### src/rtl/dma_coh_pkg.sv
package dma_coh_pkg;

   typedef enum logic [1:0] {
      ST_IDLE = 2'b00,
      ST_RD   = 2'b01,
      ST_WR   = 2'b10
   } dcc_state_e;

   localparam logic [1:0] RSP_DATA  = 2'b00;
   localparam logic [1:0] RSP_INV   = 2'b01;
   localparam logic [1:0] RSP_WDONE = 2'b10;

   typedef struct packed {
      logic upd;
      logic cap;
      logic err;
   } dcc_rsp_evt_t;

endpackage

### src/rtl/dcc_rsp_decode.sv
module dcc_rsp_decode
   import dma_coh_pkg::*;
(
   input  dcc_state_e   state,
   input  logic         fire,
   input  logic [1:0]   kind,
   output dcc_rsp_evt_t evt
);

   logic bad;

   always_comb begin
      bad = 1'b0;
      case (kind)
         RSP_DATA:  bad = (state != ST_RD);
         RSP_INV:   bad = (state == ST_IDLE);
         RSP_WDONE: bad = (state != ST_WR);
         default:   bad = 1'b1;
      endcase
      evt.err = fire && bad;
      evt.upd = fire && !bad;
      evt.cap = fire && !bad && (kind == RSP_DATA);
   end

endmodule

### src/rtl/dcc_ack_tracker.sv
module dcc_ack_tracker #(
   parameter int ACK_W = 8
) (
   input  logic                    clk,
   input  logic                    rst_n,
   input  logic                    clear,
   input  logic                    upd,
   input  logic signed [ACK_W-1:0] acks,
   input  logic                    consume,
   output logic                    trig_valid
);

   logic signed [ACK_W-1:0] cnt_q;
   logic signed [ACK_W-1:0] cnt_nxt;

   assign cnt_nxt = cnt_q - acks;

   always_ff @(posedge clk) begin
      if (!rst_n) begin
         cnt_q      <= '0;
         trig_valid <= 1'b0;
      end else begin
         if (consume) trig_valid <= 1'b0;
         if (clear) begin
            cnt_q <= '0;
         end else if (upd) begin
            cnt_q <= cnt_nxt;
            if (cnt_nxt == '0) trig_valid <= 1'b1;
         end
      end
   end

endmodule

### src/rtl/dcc_delay_pulse.sv
module dcc_delay_pulse #(
   parameter int MAX_LAT = 15,
   parameter int LAT     = 0,
   parameter int W       = 8
) (
   input  logic         clk,
   input  logic         rst_n,
   input  logic         fire,
   input  logic [W-1:0] din,
   output logic         pulse,
   output logic [W-1:0] dout
);

   localparam int CW = (MAX_LAT < 1) ? 1 : $clog2(MAX_LAT + 1);

   always_ff @(posedge clk) begin
      if (!rst_n) dout <= '0;
      else if (fire) dout <= din;
   end

   generate
      if (LAT == 0) begin : g_direct
         always_ff @(posedge clk) begin
            if (!rst_n) pulse <= 1'b0;
            else        pulse <= fire;
         end
      end else begin : g_counted
         localparam logic [CW-1:0] LAT_C = CW'(LAT);
         logic [CW-1:0] cnt_q;
         logic          act_q;
         always_ff @(posedge clk) begin
            if (!rst_n) begin
               cnt_q <= '0;
               act_q <= 1'b0;
               pulse <= 1'b0;
            end else begin
               pulse <= 1'b0;
               if (fire) begin
                  cnt_q <= LAT_C;
                  act_q <= 1'b1;
               end else if (act_q) begin
                  cnt_q <= cnt_q - 1'b1;
                  if (cnt_q == CW'(1)) begin
                     pulse <= 1'b1;
                     act_q <= 1'b0;
                  end
               end
            end
         end
      end
   endgenerate

endmodule

### src/rtl/dma_coh_ctrl.sv
module dma_coh_ctrl
   import dma_coh_pkg::*;
#(
   parameter int ADDR_W  = 32,
   parameter int LEN_W   = 8,
   parameter int DATA_W  = 64,
   parameter int ID_W    = 4,
   parameter int REQ_ID  = 1,
   parameter int ACK_W   = 8,
   parameter int MAX_LAT = 15,
   parameter int REQ_LAT = 2,
   parameter int RSP_LAT = 3
) (
   input  logic                    clk,
   input  logic                    rst_n,
   input  logic                    seq_valid,
   output logic                    seq_ready,
   input  logic                    seq_is_store,
   input  logic [ADDR_W-1:0]       seq_addr,
   input  logic [LEN_W-1:0]        seq_len,
   input  logic [DATA_W-1:0]       seq_data,
   output logic                    req_valid,
   output logic                    req_is_write,
   output logic [ADDR_W-1:0]       req_addr,
   output logic [LEN_W-1:0]        req_len,
   output logic [DATA_W-1:0]       req_data,
   output logic [ID_W-1:0]         req_src,
   input  logic                    rsp_valid,
   output logic                    rsp_ready,
   input  logic [1:0]              rsp_kind,
   input  logic signed [ACK_W-1:0] rsp_acks,
   input  logic [DATA_W-1:0]       rsp_data,
   output logic                    unb_valid,
   output logic [ADDR_W-1:0]       unb_addr,
   output logic                    done_valid,
   output logic                    done_is_read,
   output logic [DATA_W-1:0]       done_data,
   input  logic                    net_fwd_valid,
   output logic                    err_flag
);

   localparam int REQ_PW = 1 + ADDR_W + LEN_W + DATA_W;

   generate
      if (ACK_W < 2) begin : g_bad_ack_w
         $error("ACK_W must be at least 2");
      end
      if (REQ_LAT < 0 || REQ_LAT > MAX_LAT) begin : g_bad_req_lat
         $error("REQ_LAT out of range");
      end
      if (RSP_LAT < 0 || RSP_LAT > MAX_LAT) begin : g_bad_rsp_lat
         $error("RSP_LAT out of range");
      end
      if (REQ_ID < 0 || REQ_ID >= (1 << ID_W)) begin : g_bad_id
         $error("REQ_ID does not fit ID_W");
      end
   endgenerate

   dcc_state_e        state_q;
   dcc_state_e        state_d;
   dcc_rsp_evt_t      evt;
   logic              seq_fire;
   logic              rsp_fire;
   logic              trig_valid;
   logic              trig_take;
   logic [ADDR_W-1:0] ent_addr_q;
   logic [DATA_W-1:0] ent_data_q;
   logic [REQ_PW-1:0] req_din;
   logic [REQ_PW-1:0] req_dout;

   assign seq_ready = (state_q == ST_IDLE);
   assign seq_fire  = seq_valid && seq_ready;
   assign rsp_ready = !trig_valid;
   assign rsp_fire  = rsp_valid && rsp_ready;
   assign trig_take = trig_valid && (state_q != ST_IDLE);
   assign req_src   = ID_W'(REQ_ID);

   always_comb begin
      state_d = state_q;
      case (state_q)
         ST_IDLE: if (seq_fire) state_d = seq_is_store ? ST_WR : ST_RD;
         ST_RD,
         ST_WR:   if (trig_take) state_d = ST_IDLE;
         default: state_d = ST_IDLE;
      endcase
   end

   always_ff @(posedge clk) begin
      if (!rst_n) state_q <= ST_IDLE;
      else        state_q <= state_d;
   end

   always_ff @(posedge clk) begin
      if (!rst_n) begin
         ent_addr_q <= '0;
         ent_data_q <= '0;
      end else if (seq_fire) begin
         ent_addr_q <= seq_addr;
         ent_data_q <= seq_is_store ? seq_data : '0;
      end else if (evt.cap) begin
         ent_data_q <= rsp_data;
      end
   end

   always_ff @(posedge clk) begin
      if (!rst_n) begin
         done_valid   <= 1'b0;
         done_is_read <= 1'b0;
         done_data    <= '0;
      end else begin
         done_valid <= trig_take;
         if (trig_take) begin
            done_is_read <= (state_q == ST_RD);
            done_data    <= (state_q == ST_RD) ? ent_data_q : '0;
         end
      end
   end

   always_ff @(posedge clk) begin
      if (!rst_n) err_flag <= 1'b0;
      else if (evt.err || net_fwd_valid) err_flag <= 1'b1;
   end

   dcc_rsp_decode u_decode (
      .state (state_q),
      .fire  (rsp_fire),
      .kind  (rsp_kind),
      .evt   (evt)
   );

   dcc_ack_tracker #(.ACK_W(ACK_W)) u_acks (
      .clk        (clk),
      .rst_n      (rst_n),
      .clear      (seq_fire),
      .upd        (evt.upd),
      .acks       (rsp_acks),
      .consume    (trig_valid),
      .trig_valid (trig_valid)
   );

   assign req_din = {seq_is_store, seq_addr, seq_len, seq_data};
   assign {req_is_write, req_addr, req_len, req_data} = req_dout;

   dcc_delay_pulse #(.MAX_LAT(MAX_LAT), .LAT(REQ_LAT), .W(REQ_PW)) u_req_dly (
      .clk   (clk),
      .rst_n (rst_n),
      .fire  (seq_fire),
      .din   (req_din),
      .pulse (req_valid),
      .dout  (req_dout)
   );

   dcc_delay_pulse #(.MAX_LAT(MAX_LAT), .LAT(RSP_LAT), .W(ADDR_W)) u_unb_dly (
      .clk   (clk),
      .rst_n (rst_n),
      .fire  (trig_take),
      .din   (ent_addr_q),
      .pulse (unb_valid),
      .dout  (unb_addr)
   );

endmodule

### config.mk
export PLATFORM = sky130hd
export DESIGN_NAME = dma_coh_ctrl
export DESIGN_NICKNAME = d
export VERILOG_FILES = /design/src/rtl/dma_coh_pkg.sv /design/src/rtl/dcc_rsp_decode.sv /design/src/rtl/dcc_ack_tracker.sv /design/src/rtl/dcc_delay_pulse.sv /design/src/rtl/dma_coh_ctrl.sv
export SDC_FILE = /design/constraint.sdc
export NUM_CORES = 1
export LEC_CHECK = 0
export ABC_AREA = 1
export BUFFER_PORTS_ARGS = -buffer_cell sky130_fd_sc_hd__buf_2
export CORE_MARGIN = 4
export CORE_UTILIZATION = 45
export CTS_BUF_LIST = sky130_fd_sc_hd__clkbuf_16
export DETAILED_ROUTE_END_ITERATION = 7
export PLACE_DENSITY_LB_ADDON = 0.05
export SETUP_SLACK_MARGIN = 0.05
export SLEW_MARGIN = 20
export SYNTH_ARGS = -nofsm -noshare
export SYNTH_HDL_FRONTEND = slang
export SYNTH_SLANG_ARGS = --single-unit
### constraint.sdc
create_clock -name clk -period 2 [get_ports clk]
set_clock_uncertainty 0.05 [all_clocks]
set_input_delay 0 -clock clk [delete_from_list [all_inputs] [get_ports clk]]
set_output_delay 0 -clock clk [all_outputs]
set_load 0.01 [all_outputs]
Word-level counts from Yosys, hierarchy flattened
Cells that the tools add are included.

storage, ports and cells
  register bits = 323
  input bits = 184
  output and inout bits = 212
  word-level logic and storage cells = 81

cells by class
  add/subtract/negate cells = 3
  eq/ne operators = 10
  mux-type cells = 22
  bitwise operators = 4
  reduce and logical (&&, ||, !) cells = 23

operators by type and width
  cell                                               count
  two-way mux 64 bit                                 4
  two-way mux 2 bit                                  7
  two-way mux 1 bit                                  9
  OR reduction 3 bit                                 3
  == test 4 x 1 -> 1 bit (second input constant)     2
  logical NOT 8 bit                                  1
  nonzero test 2 bit                                 4
  subtractor 4 x 1 -> 4 bit (second input constant)  2
  subtractor 8 bit                                   1
  logical AND 1 bit                                  6
  OR reduction 2 bit                                 3
  == test 2 x 1 -> 1 bit (second input constant)     2
  == test 2 bit (second input constant)              2
  logical NOT 2 bit                                  2
  != test 2 x 1 -> 1 bit (second input constant)     2
  != test 2 bit (second input constant)              2
  NOT 1 bit                                          4
  one-hot mux 2 bit (2 select lines)                 1
  one-hot mux 1 bit (3 select lines)                 1
  logical NOT 1 bit                                  2
  AND reduction 2 bit                                1
  logical OR 1 bit                                   1

Depth between registers and ports, before layout
  depth in word-level cells = 7
  gate-level depth with buffers = 12
  mapped depth without buffers = 12

By module
From an unflattened synthesis, not the netlist that was laid out.

unflattened totals
  cells, all modules = 1,696
  area, all modules = 12,927.4 µm²

modules (own cells, without submodules)
  module                        instances  cells an instance  area an instance (µm²)
  dma_coh_ctrl                  1          889                6,784.0
  dcc_delay_pulse at u_req_dly  1          492                3,887.5
  dcc_delay_pulse at u_unb_dly  1          176                1,396.3
  dcc_ack_tracker               1          126                797.0
  dcc_rsp_decode                1          13                 62.6

Least setup slack after synthesis
Ideal clock, no wire load.

  path type = flip-flop to flip-flop
  start = register state_q[0]
  end = register ent_data_q[26]
  setup time = 0.115 ns
  data arrival time = 1.693 ns
  data required time = 1.835 ns
  slack = 0.142 ns
  cell stages (with the launch flop) = 11
  path buffers = 2
  period minus slack after synthesis = 1.858 ns
  cell sequence = dfxtp_1 > inv_1 > ha_1 > o21ai_1 > nand4_2 > inv_2 > nand2_2 > buf_6 > buf_2 > a21oi_1 > nor2_1

on the way
  longest elaborated chain between the ends = 6
  elaborated cells between the ends (all ways) = 10

ends and longest elaborated chain
  element                             line                  RTL
  start: declaration                  dma_coh_ctrl.sv:59    dcc_state_e state_q;
  start signal: assignment            dma_coh_ctrl.sv:90    else state_q <= state_d;
  logical NOT 2 bit (*)               dma_coh_ctrl.sv:71    assign seq_ready = (state_q == ST_IDLE);
  named net seq_ready                 dma_coh_ctrl.sv:17    output logic seq_ready,
  one-hot mux 1 bit (3 select lines)  dcc_rsp_decode.sv:14  case (kind)
  logical NOT 1 bit                   dcc_rsp_decode.sv:22  evt.cap = fire && !bad && (kind == RSP_DATA);
  logical AND 1 bit (2 in a row)      dcc_rsp_decode.sv:22
  nonzero test 2 bit (no line)        --
  end signal: assignment              dma_coh_ctrl.sv:99    ent_data_q <= seq_is_store ? seq_data : '0;
  end signal: assignment              dma_coh_ctrl.sv:101   ent_data_q <= rsp_data;
  end: declaration                    dma_coh_ctrl.sv:67    logic [DATA_W-1:0] ent_data_q;

The timed path passes the listed nets; every way through them passes the cells marked *.
A chain may end at the register's enable or synchronous reset.

Worst setup path in the final report
  start = register u_acks.cnt_q[0]
  end = register u_acks.trig_valid

on the way
  longest elaborated chain between the ends = 3

ends and longest elaborated chain
  element                      line                   RTL
  start: declaration           dcc_ack_tracker.sv:13  logic signed [ACK_W-1:0] cnt_q;
  start signal: assignment     dcc_ack_tracker.sv:27  cnt_q <= cnt_nxt;
  subtractor 8 bit             dcc_ack_tracker.sv:16  assign cnt_nxt = cnt_q - acks;
  named net u_acks.cnt_nxt[1]  dcc_ack_tracker.sv:14  logic signed [ACK_W-1:0] cnt_nxt;
  logical NOT 8 bit            dcc_ack_tracker.sv:28  if (cnt_nxt == '0) trig_valid <= 1'b1;
  two-way mux 1 bit            dcc_ack_tracker.sv:28
  end signal: assignment       dcc_ack_tracker.sv:21  trig_valid <= 1'b0;
  end signal: assignment       dcc_ack_tracker.sv:23  if (consume) trig_valid <= 1'b0;
  end signal: assignment       dcc_ack_tracker.sv:28
  end: declaration             dcc_ack_tracker.sv:10  output logic trig_valid

The timed path passes the listed nets, and every way through them passes these cells.

==> results.toml <==
[setup_path]
startpoint_type = "register"
crit_buf_inv = 3
critPathMaxStageDelay_ns = 0.43
end_kind = "register"
crit_family = "adder cells"
critPathSlowestCell = "fa_1"
crit_chain = "inv_1, ha_1, inv_1, fa_1, inv_1, nand3_1, nor2_1, nand3_1, nor2_1, nand4_1, nor2_1"
rr_startpoint = "u_acks.cnt_q[0]$_SDFFE_PP0N_"
worstPathArrival_ns = 2.17
worst-r2r-cell-count = 11
worstReg2RegEnd = "u_acks.trig_valid$_SDFF_PP0_"
required_ns = 2.37
worstSetupPathType = "register to register"
critPathMaxFanout = 3
reg2reg_slack_ns = 0.21

[synthesis]
synth_cells = 1568
synth_cell_types = 31
yosys_warnings = 0
yosysMostFrequentCell = "dfxtp_1"
synthArstFlopShare_pct = 0
synth.avg_cell_area_um2 = 7.48
synth-seq-cells = 291
synth-main-ff-cell = "dfxtp_1"
synth_edf_count = 0
synthTopCellsByCount = "dfxtp_1, o21ai_0, inv_1"
ys_seq_area_share_pct = 49.7
syn_area_um2 = 11700
synth_top_cell_area_share_pct = 49.7
yosysTopAreaCell = "dfxtp_1"
netlist_top_cells_area = "dfxtp_1, o21ai_0, nand3_1"

[cells_and_area]
layout.nets = 2286
finalNonFillerCells = 2444
fill_cells = 2228
area_growth_pct = 43.2
drive_above_1_share_pct = 22.8

[sta]
tns_ns = 0
slew_headroom_pct = 63.5
finalSetupViolCount = 0
report.final.slew_viol_count = 0
final.min_clock_period_ns = 1.79
finalCritPeriodShare_pct = 89.7
finalHoldViolCount = 0
holdWs_ns = 0.0456
layout_setup_ws_ns = 0.206
tightest_slew_ns = 0.548
fmax_mhz = 557
rsz0062_at_grt = "false"

[pwr]
leakage_nw = 8.23
power.density_nw_per_um2 = 858
irDropWorstVdd_mv = 0.656

[clock_network]
h-tree-depth = 2
cts.path.max_buffers = 3
root_buffer = "clkbuf_16"
clock-sinks = 291
postCtsSetupBuffers = 0
numCtsBuffers = 34
cts_tree = "built"
clkLatencyLatePin_ns = 0.49
clkTransAtPathRegs_ns = 0.05

[route]
routed_wl_um = 37000
dr.first_iter.drc_count = 793
ant_nets = 0
routed_via_density = 4.94
wl_per_cell_um = 15.1
vias = 12100
drc = 0
firstDrtPassIters = 5

[floorplanning]
coreArea_um2 = 25400
die_area_um2 = 28700
initial_core_util_pct = 46.2
die_w_um = 169
pin_count = 396
die_h_um = 169
std_cell_rows = 58

[outcome]
status = "complete, no violations"

[worst_hold_path]
worstHoldEndpoint = "u_acks.cnt_q[1]$_SDFFE_PP0N_"
hold_start = "rsp_acks[1]"
hp-class = "input pin to register"
whs_path_depth = 5

[global_route]
grt_pass1_vias = 11600
track_usage_pct = 24.4
grt_pass1_wl_um = 58200
grt_max_degree = 90
grt.overflow.total = 0
antenna_found_initial = 1

[placement]
gp_congestion = 0.827
io_buffers = 391
post-place-ws_ns = 0.0781
placedCellCount = 2204
post-dp-hpwl_um = 23800

[job]
max-cap-violations = 0
-- flip-flops by register name (all words and copies together) (netlist names) --
register	cells
done_data	64
done_is_read	1
done_valid	1
ent_addr_q	31
ent_data_q	64
err_flag	1
state_q	2
u_acks.cnt_q	8
u_acks.trig_valid	1
u_req_dly.dout	74
u_req_dly.g_counted.act_q	1
u_req_dly.g_counted.cnt_q	4
u_req_dly.pulse	1
u_unb_dly.dout	32
u_unb_dly.g_counted.act_q	1
u_unb_dly.g_counted.cnt_q	4
u_unb_dly.pulse	1
-- per-stage QoR --
step | util [%] | instance area (um^2) | power, mW
floorplan | - | 11700 | 7.74
global placement | 55.0 | 14000 | 8.47
detailed placement | 55.0 | 14000 | 8.51
CTS | 66.0 | 16800 | 14.5
global route | 66.1 | 16800 | 15.2
finish | 66.1 | 16800 | 14.4
-- area by class of cell --
| type | instances | area (um^2) | area share (%) |
|---|---|---|---|
| clock buffer | 35 | 876 | 5.22 |
| timing repair buffer | 603 | 4140 | 24.6 |
| sequential | 291 | 5830 | 34.7 |
| multi-input combinational | 944 | 4570 | 27.2 |
| antenna | 3 | 7.51 | 0.0447 |
| tap | 330 | 413 | 2.46 |
| clock inverter | 24 | 151 | 0.902 |
| inverter | 214 | 807 | 4.81 |
-- power breakdown --
part,switching (mW),internal (mW)
registers,0.149,6.19
logic,1.32,1.02
clock network,2.32,3.41
total,3.79,10.6
-- what timing repair did --
action / in CTS / in global routing
hold buffers: 178 / 0
hold endpoints to repair: 185 / 0
setup endpoints to repair: 0 / 115
resized for setup: 0 / 3
-- worst max path at each step --
stage	from	to	slack [ns]	depth (start not counted)
after CTS	state_q[1]$_SDFFE_PN0P_	ent_data_q[20]$_SDFFE_PN0P_	0.06	10
after global placement	state_q[1]$_SDFFE_PN0P_	ent_data_q[13]$_SDFFE_PN0P_	0.17	10
after floorplan	state_q[0]$_SDFFE_PN0P_	ent_data_q[26]$_SDFFE_PN0P_	0.14	10
after detailed placement	state_q[1]$_SDFFE_PN0P_	ent_data_q[20]$_SDFFE_PN0P_	0.08	10
after global routing	u_acks.cnt_q[0]$_SDFFE_PP0N_	u_acks.trig_valid$_SDFF_PP0_	0.06	11
final	u_acks.cnt_q[0]$_SDFFE_PP0N_	u_acks.trig_valid$_SDFF_PP0_	0.21	11
-- tightest hold or removal path: stages --
cell     delay (ns)
buf_2          0.10
inv_1          0.10
fa_1           0.18
inv_1          0.05
a21oi_1        0.12
-- kinds of logic (layout without fill, tap and decap cells) --
kind of cell | after synthesis | in the layout | synth area share [%]
AOI/OAI and AO/OA | 455 | 455 | 19.6
DFF | 291 | 291 | 49.7
adders and majority gates | 14 | 14 | 1.56
other | 2 | 7 | 0.0640
buffers and inverters | 335 | 876 | 11.7
xor gates and xnor gates | 1 | 1 | 0.0747
and+or+nand+nor | 470 | 470 | 17.3
-- layout by cell type (no fill, tap or decap), drive strengths merged --
master / count
nand3: 178
nor2: 107
xor2: 1
a21oi: 174
diode: 3
buf: 425
clkbuf: 35
a31oi: 2
o21a: 1
o211a: 1
fa: 1
bufinv: 2
nand2: 175
nand4: 5
conb: 4
nor3: 3
nor4: 2
a211oi: 1
inv: 218
o211ai: 2
ha: 13
clkinv: 18
a22oi: 1
dfxtp: 291
o21ai: 273
dlygate4sd3: 178
-- metal layers --
metal,up-vias,routed length [um],global-route usage [%]
met2,386,17600,41.4
met5,-,0,0
li1,6136,-,-
met4,0,1240,9.21
met1,5465,15400,30.1
met3,81,2710,5.80
No activity file was read; power rests on OpenSTA's default activity.
